<file path="config.mk">
export PLATFORM = sky130hd
export DESIGN_NAME = flash_read_path
export DESIGN_NICKNAME = d
export VERILOG_FILES = /design/src/rtl/frp_pkg.sv /design/src/rtl/frp_array_pack.sv /design/src/rtl/frp_query_rom.sv /design/src/rtl/frp_status.sv /design/src/rtl/flash_read_path.sv
export SDC_FILE = /design/constraint.sdc
export NUM_CORES = 1
export LEC_CHECK = 0
export CAP_MARGIN = 5
export CELL_PAD_IN_SITES_DETAIL_PLACEMENT = 0
export CELL_PAD_IN_SITES_GLOBAL_PLACEMENT = 1
export CORE_UTILIZATION = 46
export CTS_CLUSTER_SIZE = 20
export DETAILED_ROUTE_END_ITERATION = 10
export DONT_BUFFER_PORTS = 1
export HOLD_SLACK_MARGIN = 0.12
export PLACE_DENSITY_LB_ADDON = 0.1
export SLEW_MARGIN = 5
export SYNTH_ARGS = -nofsm -noshare
export SYNTH_HDL_FRONTEND = slang
export SYNTH_HIERARCHICAL = 1
export SYNTH_SLANG_ARGS = --single-unit
export TNS_END_PERCENT = 5
</file>
<file path="constraint.sdc">
create_clock -name clk -period 1.6 [get_ports clk]
set_clock_uncertainty 0.15 [all_clocks]
set_input_delay 0.48 -clock clk [delete_from_list [all_inputs] [get_ports clk]]
set_output_delay 0.48 -clock clk [all_outputs]
set_load 0.01 [all_outputs]
</file>
<file path="src/rtl/frp_pkg.sv">
package frp_pkg;
    typedef enum logic [2:0] {
        MD_IDLE    = 3'd0,
        MD_ERSETUP = 3'd1,
        MD_AUTOSEL = 3'd2,
        MD_BUSY    = 3'd3,
        MD_QUERY   = 3'd4
    } frp_mode_e;

    localparam logic [7:0] ST_PROG_LOW = 8'h7F;
    localparam logic [7:0] ST_TOGGLE   = 8'h40;
    localparam logic [7:0] ST_POLL     = 8'h80;
endpackage

</file>
<file path="src/rtl/frp_array_pack.sv">
module frp_array_pack #(
    parameter int DATA_W = 32
) (
    input  logic [DATA_W-1:0] raw_i,
    input  logic [1:0]        width_i,
    output logic [DATA_W-1:0] data_o
);
    localparam int NB = DATA_W / 8;

    logic [3:0] nbytes;

    always_comb begin
        unique case (width_i)
            2'b00:   nbytes = 4'd1;
            2'b01:   nbytes = 4'd2;
            default: nbytes = 4'd4;
        endcase
    end

    for (genvar i = 0; i < NB; i++) begin : g_lane
        assign data_o[i*8 +: 8] = (4'(i) < nbytes) ? raw_i[i*8 +: 8] : 8'h00;
    end
endmodule

</file>
<file path="src/rtl/frp_query_rom.sv">
module frp_query_rom #(
    parameter int TBL_LEN   = 82,
    parameter int SIZE_LOG2 = 12
) (
    input  logic [7:0] idx_i,
    output logic [7:0] byte_o
);
    always_comb begin
        byte_o = 8'h00;
        if (int'(idx_i) < TBL_LEN) begin
            unique case (idx_i)
                8'h10:   byte_o = 8'h51;
                8'h11:   byte_o = 8'h52;
                8'h12:   byte_o = 8'h59;
                8'h13:   byte_o = 8'h02;
                8'h15:   byte_o = 8'h31;
                8'h27:   byte_o = 8'(SIZE_LOG2);
                8'h2C:   byte_o = 8'h01;
                default: byte_o = 8'h00;
            endcase
        end
    end
endmodule

</file>
<file path="src/rtl/frp_status.sv">
module frp_status
    import frp_pkg::*;
(
    input  logic       clk,
    input  logic       rst_n,
    input  logic       rd_hit_i,
    input  logic       prog_wr_i,
    input  logic       prog_bit7_i,
    input  logic       erase_start_i,
    input  logic       erase_done_i,
    output logic [7:0] status_o
);
    logic [7:0] status_q, status_d;

    always_comb begin
        status_d = status_q;
        if (erase_start_i)
            status_d = 8'h00;
        else if (prog_wr_i)
            status_d = {~prog_bit7_i, ST_PROG_LOW[6:0]};
        else if (erase_done_i)
            status_d = status_q ^ ST_POLL;
        else if (rd_hit_i)
            status_d = status_q ^ ST_TOGGLE;
    end

    always_ff @(posedge clk or negedge rst_n) begin
        if (!rst_n) status_q <= 8'h00;
        else        status_q <= status_d;
    end

    assign status_o = status_q;
endmodule

</file>
<file path="src/rtl/flash_read_path.sv">
module flash_read_path
    import frp_pkg::*;
#(
    parameter int          ADDR_W      = 12,
    parameter int          DEV_BYTES   = 2,
    parameter int          ARRAY_BYTES = 4096,
    parameter int          CFI_LEN     = 82,
    parameter logic [15:0] ID0         = 16'h0001,
    parameter logic [15:0] ID1         = 16'h227E,
    parameter logic [15:0] ID2         = 16'h2222,
    parameter logic [15:0] ID3         = 16'hFFFF
) (
    input  logic              clk,
    input  logic              rst_n,
    input  logic [2:0]        mode_i,
    input  logic              bypass_i,
    input  logic              rd_en_i,
    input  logic [ADDR_W-1:0] rd_addr_i,
    input  logic [1:0]        rd_width_i,
    output logic [ADDR_W-1:0] arr_addr_o,
    input  logic [31:0]       arr_rdata_i,
    input  logic              prog_wr_i,
    input  logic              prog_bit7_i,
    input  logic              erase_start_i,
    input  logic              erase_done_i,
    output logic              rd_valid_o,
    output logic [31:0]       rd_data_o,
    output logic              mode_reset_o,
    output logic              cmpl_valid_o,
    output logic              cmpl_bypass_o
);
    localparam int SHIFT     = (DEV_BYTES >= 4) ? 2 : ((DEV_BYTES == 2) ? 1 : 0);
    localparam int SIZE_LOG2 = $clog2(ARRAY_BYTES);

    frp_mode_e   mode_e;
    logic [7:0]  word_addr;
    logic [31:0] arr_word;
    logic [7:0]  query_byte;
    logic [7:0]  status_q;
    logic [31:0] nxt_data;
    logic        busy_read;
    logic        bad_mode;

    logic        rd_valid_q, mode_reset_q, cmpl_valid_q, cmpl_bypass_q;
    logic [31:0] rd_data_q;

    assign mode_e     = frp_mode_e'(mode_i);
    assign word_addr  = rd_addr_i[7:0] >> SHIFT;
    assign arr_addr_o = rd_addr_i;

    frp_array_pack #(.DATA_W(32)) u_pack (
        .raw_i   (arr_rdata_i),
        .width_i (rd_width_i),
        .data_o  (arr_word)
    );

    frp_query_rom #(.TBL_LEN(CFI_LEN), .SIZE_LOG2(SIZE_LOG2)) u_rom (
        .idx_i  (word_addr),
        .byte_o (query_byte)
    );

    frp_status u_status (
        .clk           (clk),
        .rst_n         (rst_n),
        .rd_hit_i      (busy_read),
        .prog_wr_i     (prog_wr_i),
        .prog_bit7_i   (prog_bit7_i),
        .erase_start_i (erase_start_i),
        .erase_done_i  (erase_done_i),
        .status_o      (status_q)
    );

    // Source selection by mode
    always_comb begin
        nxt_data  = arr_word;
        busy_read = 1'b0;
        bad_mode  = 1'b0;
        unique case (mode_e)
            MD_IDLE, MD_ERSETUP: nxt_data = arr_word;
            MD_AUTOSEL: begin
                unique case (word_addr)
                    8'h00:   nxt_data = {16'h0, ID0};
                    8'h01:   nxt_data = {16'h0, ID1};
                    8'h02:   nxt_data = 32'h0;
                    8'h0E:   nxt_data = (ID2 == 16'hFFFF) ? arr_word : {16'h0, ID2};
                    8'h0F:   nxt_data = (ID3 == 16'hFFFF) ? arr_word : {16'h0, ID3};
                    default: nxt_data = arr_word;
                endcase
            end
            MD_BUSY: begin
                nxt_data  = {24'h0, status_q};
                busy_read = rd_en_i;
            end
            MD_QUERY: nxt_data = {24'h0, query_byte};
            default: begin
                nxt_data = arr_word;
                bad_mode = 1'b1;
            end
        endcase
    end

    // Registered outputs
    always_ff @(posedge clk or negedge rst_n) begin
        if (!rst_n) begin
            rd_valid_q    <= 1'b0;
            rd_data_q     <= 32'h0;
            mode_reset_q  <= 1'b0;
            cmpl_valid_q  <= 1'b0;
            cmpl_bypass_q <= 1'b0;
        end else begin
            rd_valid_q    <= rd_en_i;
            if (rd_en_i) rd_data_q <= nxt_data;
            mode_reset_q  <= rd_en_i & bad_mode;
            cmpl_valid_q  <= erase_done_i;
            cmpl_bypass_q <= erase_done_i & bypass_i;
        end
    end

    assign rd_valid_o    = rd_valid_q;
    assign rd_data_o     = rd_data_q;
    assign mode_reset_o  = mode_reset_q;
    assign cmpl_valid_o  = cmpl_valid_q;
    assign cmpl_bypass_o = cmpl_bypass_q;
endmodule

</file>
**Word level (Yosys, flattened, before mapping)**

Cells that the tools add are included.

- Logic and storage cells: 57
- Output and inout port bits: 48
- ROM bits: 0
- Bits in writable memories: 0
- Bits in latches: 0
- Input bits: 57
- Register bits: 44
- Memories kept: 0

- Bitwise logic cells: 5
- Order comparisons: 5
- Multiply operators: 0
- Shifts and indexed selects: 0
- Eq/ne operators: 16
- Reductions and logical operators: 8
- $add $sub $neg: 0
- Div/mod/pow operators: 0
- Multiplexer cells: 15

Operators by type and width:

| kind | number |
|---|---|
| 32-bit case mux with 4 select lines | 1 |
| 32-bit case mux with 3 select lines | 1 |
| 8-bit 2-to-1 mux | 8 |
| 7-bit case mux with 7 select lines | 1 |
| 7-bit by 5-bit equality test with 1-bit output (second input constant) | 5 |
| 7-bit by 6-bit equality test with 1-bit output (second input constant) | 2 |
| 8-bit zero test | 1 |
| 7-bit by 1-bit equality test with 1-bit output (second input constant) | 1 |
| 7-bit by 2-bit equality test with 1-bit output (second input constant) | 1 |
| 7-bit by 4-bit equality test with 1-bit output (second input constant) | 1 |
| 7-bit less-than comparator (second input constant) | 1 |
| 7-bit 2-to-1 mux | 1 |
| 3-bit by 2-bit equality test with 1-bit output (second input constant) | 2 |
| 1-bit by 3-bit less-than comparator with 1-bit output (first input constant) | 2 |
| 2-bit by 3-bit less-than comparator with 1-bit output (first input constant) | 2 |
| 3-bit case mux with 2 select lines | 1 |
| 3-bit nonzero test | 2 |
| 5-bit OR reduction | 1 |
| 3-bit by 1-bit equality test with 1-bit output (second input constant) | 1 |
| 3-bit equality test (second input constant) | 1 |
| 3-bit zero test | 1 |
| 3-bit != test (second input constant) | 1 |
| 1-bit NOT | 3 |
| 1-bit AND | 2 |
| 5 further kinds | 6 |

**Logic depth before layout (Yosys ltp)**

Gate-level depths: netlist (run 1).

- Depth in word-level cells: 6
- Gate-level depth with buffers: 6
- Mapped depth without buffers: 6

**By module**

Netlist (run 1), hierarchy kept.

Modules (own cells, without submodules):

| module | seq. area each (um2) | cells an instance | times used | area each (um2) |
|---|---|---|---|---|
| flash_read_path | 900.9 | 178 | 1 | 1,853.0 |
| frp_array_pack | 0.0 | 37 | 1 | 237.7 |
| frp_status | 75.1 | 17 | 1 | 176.4 |
| frp_query_rom | 0.0 | 23 | 1 | 163.9 |

**Worst setup path before layout (run 1)**

OpenSTA, ideal clock, no wires.

- Path kind: input -> register
- Start point: input rd_addr_i[7]
- End point: register rd_data_q[0] (netlist: rd_data_o[0])
- Arrival: 1.722 ns
- Setup slack: -0.353 ns
- Library setup time: 0.082 ns
- Path buffers: 0
- Data required time: 1.368 ns
- Stages on the path: 6
- Cell sequence: or3_4 > or3_4 > o21ai_1 > nand2_1 > a31o_2 > a31oi_1

- Word-level cells in the longest chain between the ends: 4
- Elaborated cells between the ends (all ways): 16
- Those cells by class: order compare (1); eq/ne (10); mux (4); reduce/logical (1)

RTL lines:

| what | RTL line | RTL |
|---|---|---|
| start, declared | flash_read_path.sv:18 | `input logic [ADDR_W-1:0] rd_addr_i,` |
| 7-bit by 6-bit equality test with 1-bit output or 7-bit by 5-bit equality test with 1-bit output (tied branches) | frp_query_rom.sv:11 | `unique case (idx_i)` |
| 7-bit case mux with 7 select lines | frp_query_rom.sv:11 |  |
| 8-bit 2-to-1 mux (*) | frp_query_rom.sv:10 | `if (int'(idx_i) < TBL_LEN) begin` |
| net query_byte[0] | flash_read_path.sv:38 | `logic [7:0] query_byte;` |
| 32-bit case mux with 3 select lines (*) | flash_read_path.sv:78 | `unique case (mode_e)` |
| end signal, assigned | flash_read_path.sv:112 | `if (rd_en_i) rd_data_q <= nxt_data;` |
| end, declared | flash_read_path.sv:45 | `logic [31:0] rd_data_q;` |

The timed path passes the listed nets; every way through them passes the cells marked *.
A chain may end at the register's enable or synchronous reset.

**Final worst setup path (run 1)**

Ends and elaborated chain as after synthesis.

==> summary.txt, run 1 <==
Run status
  • Status: complete, but fails checks
  • Failing checks: negative setup slack

Route
  • Drt initial violations: 56
  • Post-DRT Antenna Nets: 0
  • Avg WL per Cell: 18.1 um
  • Residual DRC: 0
  • Routed vias/inst: 5.89
  • Via count: 1862
  • Total wire length: 5.73 mm
  • First-pass DRT Iterations: 4

Logic synthesis
  • Post-Syn Area: 2430 um2
  • Synth Register Bits: 39
  • EDFF count, synth: 0
  • Seq/Total Area, Yosys: 40.1%
  • FFs w/ async S/R, synth: 100%
  • Post-Syn Instances: 255
  • Cell taking the most area after synthesis: dfrtp_1
  • Synth warnings: 6
  • Primary FF master, synth: dfrtp_1
  • Synth cell types: 59
  • Mean Syn Cell Area: 9.53 um2
  • Synth top area share: 40.1%
  • Synth area leaders: dfrtp_1, o2bb2ai_1, buf_4, nand2_1, o21a_1

Die
  • I/O pin cnt: 105
  • Core Area: 5110 um2
  • Die W: 74.7 um
  • Die Footprint: 5580 um2
  • # rows: 26
  • Die H: 74.7 um
  • Starting Density: 47.6%

Power and ir drop
  • Sequential power share: 51.4%
  • Power Internal: 1700 uW
  • Leakage: 0.00104 uW
  • Switching Fraction: 26.4%
  • PwrDens: 892 nW/um2
  • Clock power share: 34.6%
  • Combinational share of power: 13.9%
  • Sw Pwr: 609 uW
  • Peak VDD IR: 0.000502 V

Flow run
  • # Max-Cap Violations: 0

Worst setup path
  • CP Capture Type: register
  • CP Launch Point: rd_addr_i[7]
  • Critical path launch point type: input port
  • Slowest CP cell: or3_4
  • Crit path DAT: 1.71 ns
  • Setup CP Type: input port to register
  • WP data required: 1.66 ns
  • CP dominant cell by count: or3_4
  • R2r startpoint: u_status/status_o[7]
  • Crit-path cells: or3_4 -> or3_4 -> o21ai_2 -> nand2_1 -> a31o_2 -> a31oi_1
  • Max stage delay on crit path: 0.35 ns
  • CP Max Fanout: 6

Clock network
  • CTS buffer count: 5
  • CTS Buffer Depth: 2
  • Skew-Pair Late Insertion Delay: 0.29 ns
  • Root Driver: clkbuf_8
  • Number of clock sinks: 39
  • Post-CTS Setup Repair Bufs: 0
  • CTS HTree Levels: 2
  • Clock-pin slew on the worst setup and hold paths: 0.07 ns
  • CTS tree: done

Place
  • IO Port Bufs: 0
  • Placed Area: 2420 um2
  • DPL Wire Length: 4.28 mm
  • Pre-CTS setup slack: -0.438 ns
  • Final GP Congestion: 0.799

Final layout
  • Diodes inserted: 0
  • Fill cells: 492
  • Final core utilization: 50.8%
  • Layout cell share with drive strength beyond 1: 16.3%
  • Final Cell Area: 2590 um2
  • P&R area growth vs syn: 6.64%
  • Nets: 304

STA
  • Tcrit/Tclk final: 103%
  • Final hold vios: 0
  • Worst hold slack: 0.136 ns
  • Slew Limit Fails: 0
  • Unrepaired setup endpoints after global routing: yes
  • Setup tns final: -0.0921 ns
  • Highest Clock Rate: 606 MHz
  • Setup slack after layout: -0.0496 ns
  • Period minus WS final: 1.65 ns
  • Setup violations, final: 2

Global route
  • First-pass GRT wire length: 8.94 mm
  • Initial antenna violation count: 0
  • Largest net degree at the start of global routing: 40
  • Total grt overflow: 0
  • Vias in the first global route: 1868
  • Tot GR Track Use: 21.6%

Hold path
  • Hold crit path type: input port to register
  • Hold Startpoint: rd_en_i
-- per-stage QoR --
step | cells | total power [uW]
global placement | 304 | 1490
detailed placement | 304 | 1500
finish | 316 | 2310
CTS | 316 | 2340
floorplan | 256 | 1490
global route | 316 | 2430
-- flip-flops by register name, summed over array words and instances (netlist names) --
| name | cells |
|---|---|
| rd_data_o | 32 |
| u_status/status_o | 3 |
| cmpl_bypass_o | 1 |
| cmpl_valid_o | 1 |
| mode_reset_o | 1 |
| rd_valid_o | 1 |
-- Yosys cell counts, drive strengths merged, types with 6 or more instances --
cell type	n
dfrtp	39
nand2	26
buf	25
o2bb2ai	25
nor2	18
clkbuf	14
and2	10
o21a	10
nor2b	8
a31oi	6
-- power groups by stage --
stage               Clock [uW]  Sequential, uW  Combinational [uW]
finish                     801            1190                 322
global route               862            1200                 366
CTS                        822            1190                 327
detailed placement           0            1210                 292
global placement             0            1210                 283
floorplan                    0            1180                 302
-- layout by cell type, fill, tap and decap left out, types with 2 or more instances in the layout --
cell,count
a31oi_1,6
nor2b_1,8
and2b_1,4
dfrtp_1,39
a211oi_2,2
o21ai_0,2
o221ai_1,4
nand2b_1,4
a21oi_1,2
a22oi_1,4
or3_4,2
buf_12,2
and2_1,10
buf_4,16
nor3b_4,2
a21o_1,2
inv_1,2
dlygate4sd3_1,4
o21a_1,10
conb_1,3
o2bb2ai_1,25
a221oi_1,2
nor2_1,17
nor3_1,4
or4b_1,2
clkbuf_8,5
nand2_1,26
o22ai_1,3
-- per-layer routing --
layer | global-route usage (%) | up-vias | part of all wire (%)
li1 | - | 879 | -
met2 | 37.7 | 61 | 51
met4 | 7.34 | 0 | 1.1
met1 | 24.7 | 914 | 41
met5 | 0 | - | 0
met3 | 7.10 | 8 | 6.9
-- kinds of logic (layout without fill, tap and decap cells) --
logic type / after synthesis / count (layout) / share of synthesized area [%]
other cells: 2 / 3 / 0.309
compound gates: 76 / 76 / 25.4
xor+xnor: 2 / 2 / 0.721
simple gates: 93 / 93 / 22.5
flops: 39 / 39 / 40.1
fa+ha+maj: 1 / 1 / 0.515
buf+inv: 42 / 32 / 10.4
-- worst paths after layout --
check                      slack [ns]             to  depth (start not counted)
setup / recovery                -0.05   rd_data_o[0]                          6
hold / removal                   0.14   rd_data_o[3]                          1
setup reg to reg                 0.32   rd_data_o[7]                          3
hold reg to reg                  0.41  rd_data_o[26]                          1
max in group asynchronous        0.62   rd_data_o[0]                          2
min in group asynchronous        0.50  rd_data_o[25]                          2
-- area by class of cell --
cell class / count / area, um2 / share of cell area [%]
Clock buffer: 6 / 72.6 / 2.80
Clock inverter: 1 / 30.0 / 1.16
Sequential cell: 39 / 976 / 37.6
Timing Repair Buffer: 22 / 200 / 7.72
Multi-Input combinational cell: 175 / 1210 / 46.9
Inverter: 3 / 11.3 / 0.434
Tap cell: 70 / 87.6 / 3.38
-- worst max-delay path: cells and delay by family --
kind,cells,cell delay [ns]
AOI/OAI and AO/OA,3,0.47
and+or+nand+nor,3,0.76
-- what timing repair did --
action	CTS	global route
endpoints found under the hold margin	43	0
pin swaps	0	1
resized for setup	1	1
endpoints found under the setup margin	2	2
hold buffers	5	0
(Power assumes the default switching activity.)
==> run 2, diff against run 1 <==
--- a/config.mk
+++ b/config.mk
@@ -8,7 +8,9 @@
 export CAP_MARGIN = 5
 export CELL_PAD_IN_SITES_DETAIL_PLACEMENT = 0
 export CELL_PAD_IN_SITES_GLOBAL_PLACEMENT = 1
-export CORE_UTILIZATION = 46
+export CORE_ASPECT_RATIO = 1.1
+export CORE_UTILIZATION = 48
+export CTS_BUF_LIST = sky130_fd_sc_hd__clkbuf_8
 export CTS_CLUSTER_SIZE = 20
 export DETAILED_ROUTE_END_ITERATION = 10
 export DONT_BUFFER_PORTS = 1
==> run 2 against run 1 <==
The run still ends with negative setup slack left. Via count up 0.59%. Maximum frequency fell by 1.2%. Largest power group unchanged. Sequential power barely moved. Critical endpoint unchanged. Highest routed layer unchanged. Critical path type unchanged. Final cell count decreased by 5.4%.
==> summary.txt, run 2 (synthesized netlist as in run 1, its figures left out) <==
Worst setup path
  • Max stage delay on crit path: 0.35 ns (about the same)
  • Crit-path cells: or3_4 -> or3_4 -> o21ai_2 -> nand2_1 -> a31o_2 -> a31oi_1
  • R2r startpoint: u_status/status_o[7]
  • Slowest CP cell: or3_4
  • CP dominant cell by count: or3_4
  • Worst reg2reg path endpoint: rd_data_o[7]
  • Crit path DAT: 1.73 ns (+0.02 ns)
  • Setup CP Type: input port to register
  • Reg-to-reg slack, setup: 0.28 ns (-0.04 ns)
  • Critical path launch point type: input port
  • CP Capture Type: register
  • WP data required: 1.66 ns (about the same)
  • CP Max Fanout: 6 (unchanged)
  • Worst r2r path cells: 3 (unchanged)

Power and ir drop
  • Peak VDD IR: 0.000396 V (-21%)
  • Power, Total: 2350 uW (+1.7%)
  • PwrDens: 920 nW/um2 (+3.2%)
  • Leakage: 0.00103 uW (-0.94%)

Clock network
  • Root Driver: clkbuf_8
  • CTS Buffer Depth: 2 (unchanged)
  • CTS tree: done
  • CTS buffer count: 5 (unchanged)
  • Clock-pin slew on the worst setup and hold paths: 0.07 ns (about the same)
  • Skew-Pair Late Insertion Delay: 0.29 ns (about the same)
  • Post-CTS Setup Repair Bufs: 0 (unchanged)
  • Number of clock sinks: 39 (unchanged)
  • CTS HTree Levels: 2 (unchanged)

Die
  • # rows: 26 (unchanged)
  • Core Area: 4750 um2 (-7.0%)
  • I/O pin cnt: 105 (unchanged)
  • Die Footprint: 5350 um2 (-4.0%)
  • Die W: 69.9 um (-6.5%)
  • Starting Density: 51.2% (+3.6 points)
  • Die H: 76.6 um (+2.6%)

Final layout
  • Nets: 300 (-1.3%)
  • Layout cell share with drive strength beyond 1: 15.2% (-1.0 points)
  • Most common cell after layout, fill and taps aside: dfrtp_1
  • Commonest cells after routing, fill and taps aside: dfrtp_1, nand2_1, o2bb2ai_1
  • Diodes inserted: 0 (unchanged)
  • P&R area growth vs syn: 5.04%
  • Final core utilization: 53.8% (+3.0 points)
  • Fin cells: 299 (-5.4%)
  • Max FFs per register: 32 (unchanged)

STA
  • Setup slack after layout: -0.0690 ns (-0.0195 ns)
  • Setup violations, final: 2 (unchanged)
  • Worst hold slack: 0.138 ns (+0.00209 ns)
  • Final hold vios: 0 (unchanged)
  • Highest Clock Rate: 599 MHz (-1.2%)
  • Unrepaired setup endpoints after global routing: yes
  • Tcrit/Tclk final: 104% (+1.2 points)
  • Slew Limit Fails: 0 (unchanged)
  • Period minus WS final: 1.67 ns (+0.0195 ns)

Global route
  • Total grt overflow: 0 (unchanged)
  • Met1 global-route usage: 24.8% (+0.065 points)
  • Largest net degree at the start of global routing: 40 (unchanged)
  • Most Used Layer, Global Route: met2
  • Initial antenna violation count: 0 (unchanged)
  • GR Layer Usage met3: 7.67% (+0.58 points)
  • First-pass GRT wire length: 9.63 mm (+7.7%)
  • M2 GR Usage: 41.3% (+3.5 points)
  • Vias in the first global route: 1923 (+2.9%)
  • Tot GR Track Use: 22.7% (+1.1 points)

Route
  • First-pass DRT Iterations: 4 (unchanged)
  • Avg WL per Cell: 19.9 um (+9.9%)
  • Post-DRT Antenna Nets: 0 (unchanged)
  • Routed vias/inst: 6.26 (+6.3%)
  • Total wire length: 5.96 mm (+4.0%)
  • Via count: 1873 (+0.59%)
  • Residual DRC: 0 (unchanged)
  • Drt initial violations: 99 (+77%)

Hold path
  • Hold crit path type: input port to register
  • Hold Startpoint: rd_en_i
  • WHS Endpoint: rd_data_o[3]
  • Hold path cells: 1 (unchanged)

Run status
  • Status: complete, but fails checks
  • Failing checks: negative setup slack

Place
  • Pre-CTS setup slack: -0.424 ns (+0.0131 ns)
  • Placed Instances: 286 (-5.9%)
  • Final GP Congestion: 0.787 (-1.5%)
  • DPL Wire Length: 4.42 mm (+3.3%)
  • IO Port Bufs: 0 (unchanged)

Flow run
  • # Max-Cap Violations: 0 (unchanged)
==> run 2: changes by cell type in the layout (fill, tap and decap cells not counted), sizes merged <==
cell | previous run | this run
clkinv | 0 | 1
buf | 18 | 14
==> run 2: worst max-delay path by stage <==
stage,startpoint,to,slack (ns),depth (start not counted)
6_report,rd_addr_i[7],rd_data_o[0],-0.07,6
5_1_grt,rd_addr_i[7],rd_data_o[0],-0.13,6
4_1_cts,rd_addr_i[7],rd_data_o[0],-0.07,6
3_5_place_dp,rd_addr_i[7],rd_data_o[0],-0.42,6
3_3_place_gp,rd_addr_i[7],rd_data_o[0],-0.40,6
2_1_floorplan,rd_addr_i[7],rd_data_o[0],-0.35,6
==> run 2: stage by stage <==
stage	setup TNS, ns	area [um2]
after detailed placement	-8.11	2370
after CTS	-0.0831	2540
after floorplan	-5.62	2430
after global routing	-0.195	2550
final	-0.0729	2550
after global placement	-7.77	2370
==> run 2: layout make-up <==
cell class | instances | area, um2
clock buffers | 6 | 82.6
clock inverters | 2 | 35.0
fillers | 436 | 2200
inverters | 3 | 11.3
multi-input cells | 175 | 1210
flip-flops and latches | 39 | 976
well taps | 56 | 70.1
repair buffers | 18 | 170
==> run 2: worst max-delay path: cells and delay by family <==
kind	cells	cell delay, ns
simple gates	3	0.76
compound gates	3	0.48
==> run 2: repair_timing <==
action | 4_1_cts | 5_1_grt
setup endpoints to repair | 2 | 4
resized for setup | 1 | 0
hold endpoints to repair | 43 | 1
hold buffers | 4 | 1
pin swaps | 2 | 3
==> run 2: where the power goes <==
| group | total (uW) | internal, uW | switching [uW] |
|---|---|---|---|
| combinational | 322 | 163 | 159 |
| sequential | 1190 | 1080 | 112 |
| clock | 841 | 505 | 336 |
| total | 2350 | 1740 | 607 |
==> run 2: metal layers <==
metal | part of all wire, % | wire length (um)
met3 | 6.6 | 394
met2 | 53 | 3140
met4 | 0.99 | 59
met1 | 40 | 2360
met5 | 0 | 0
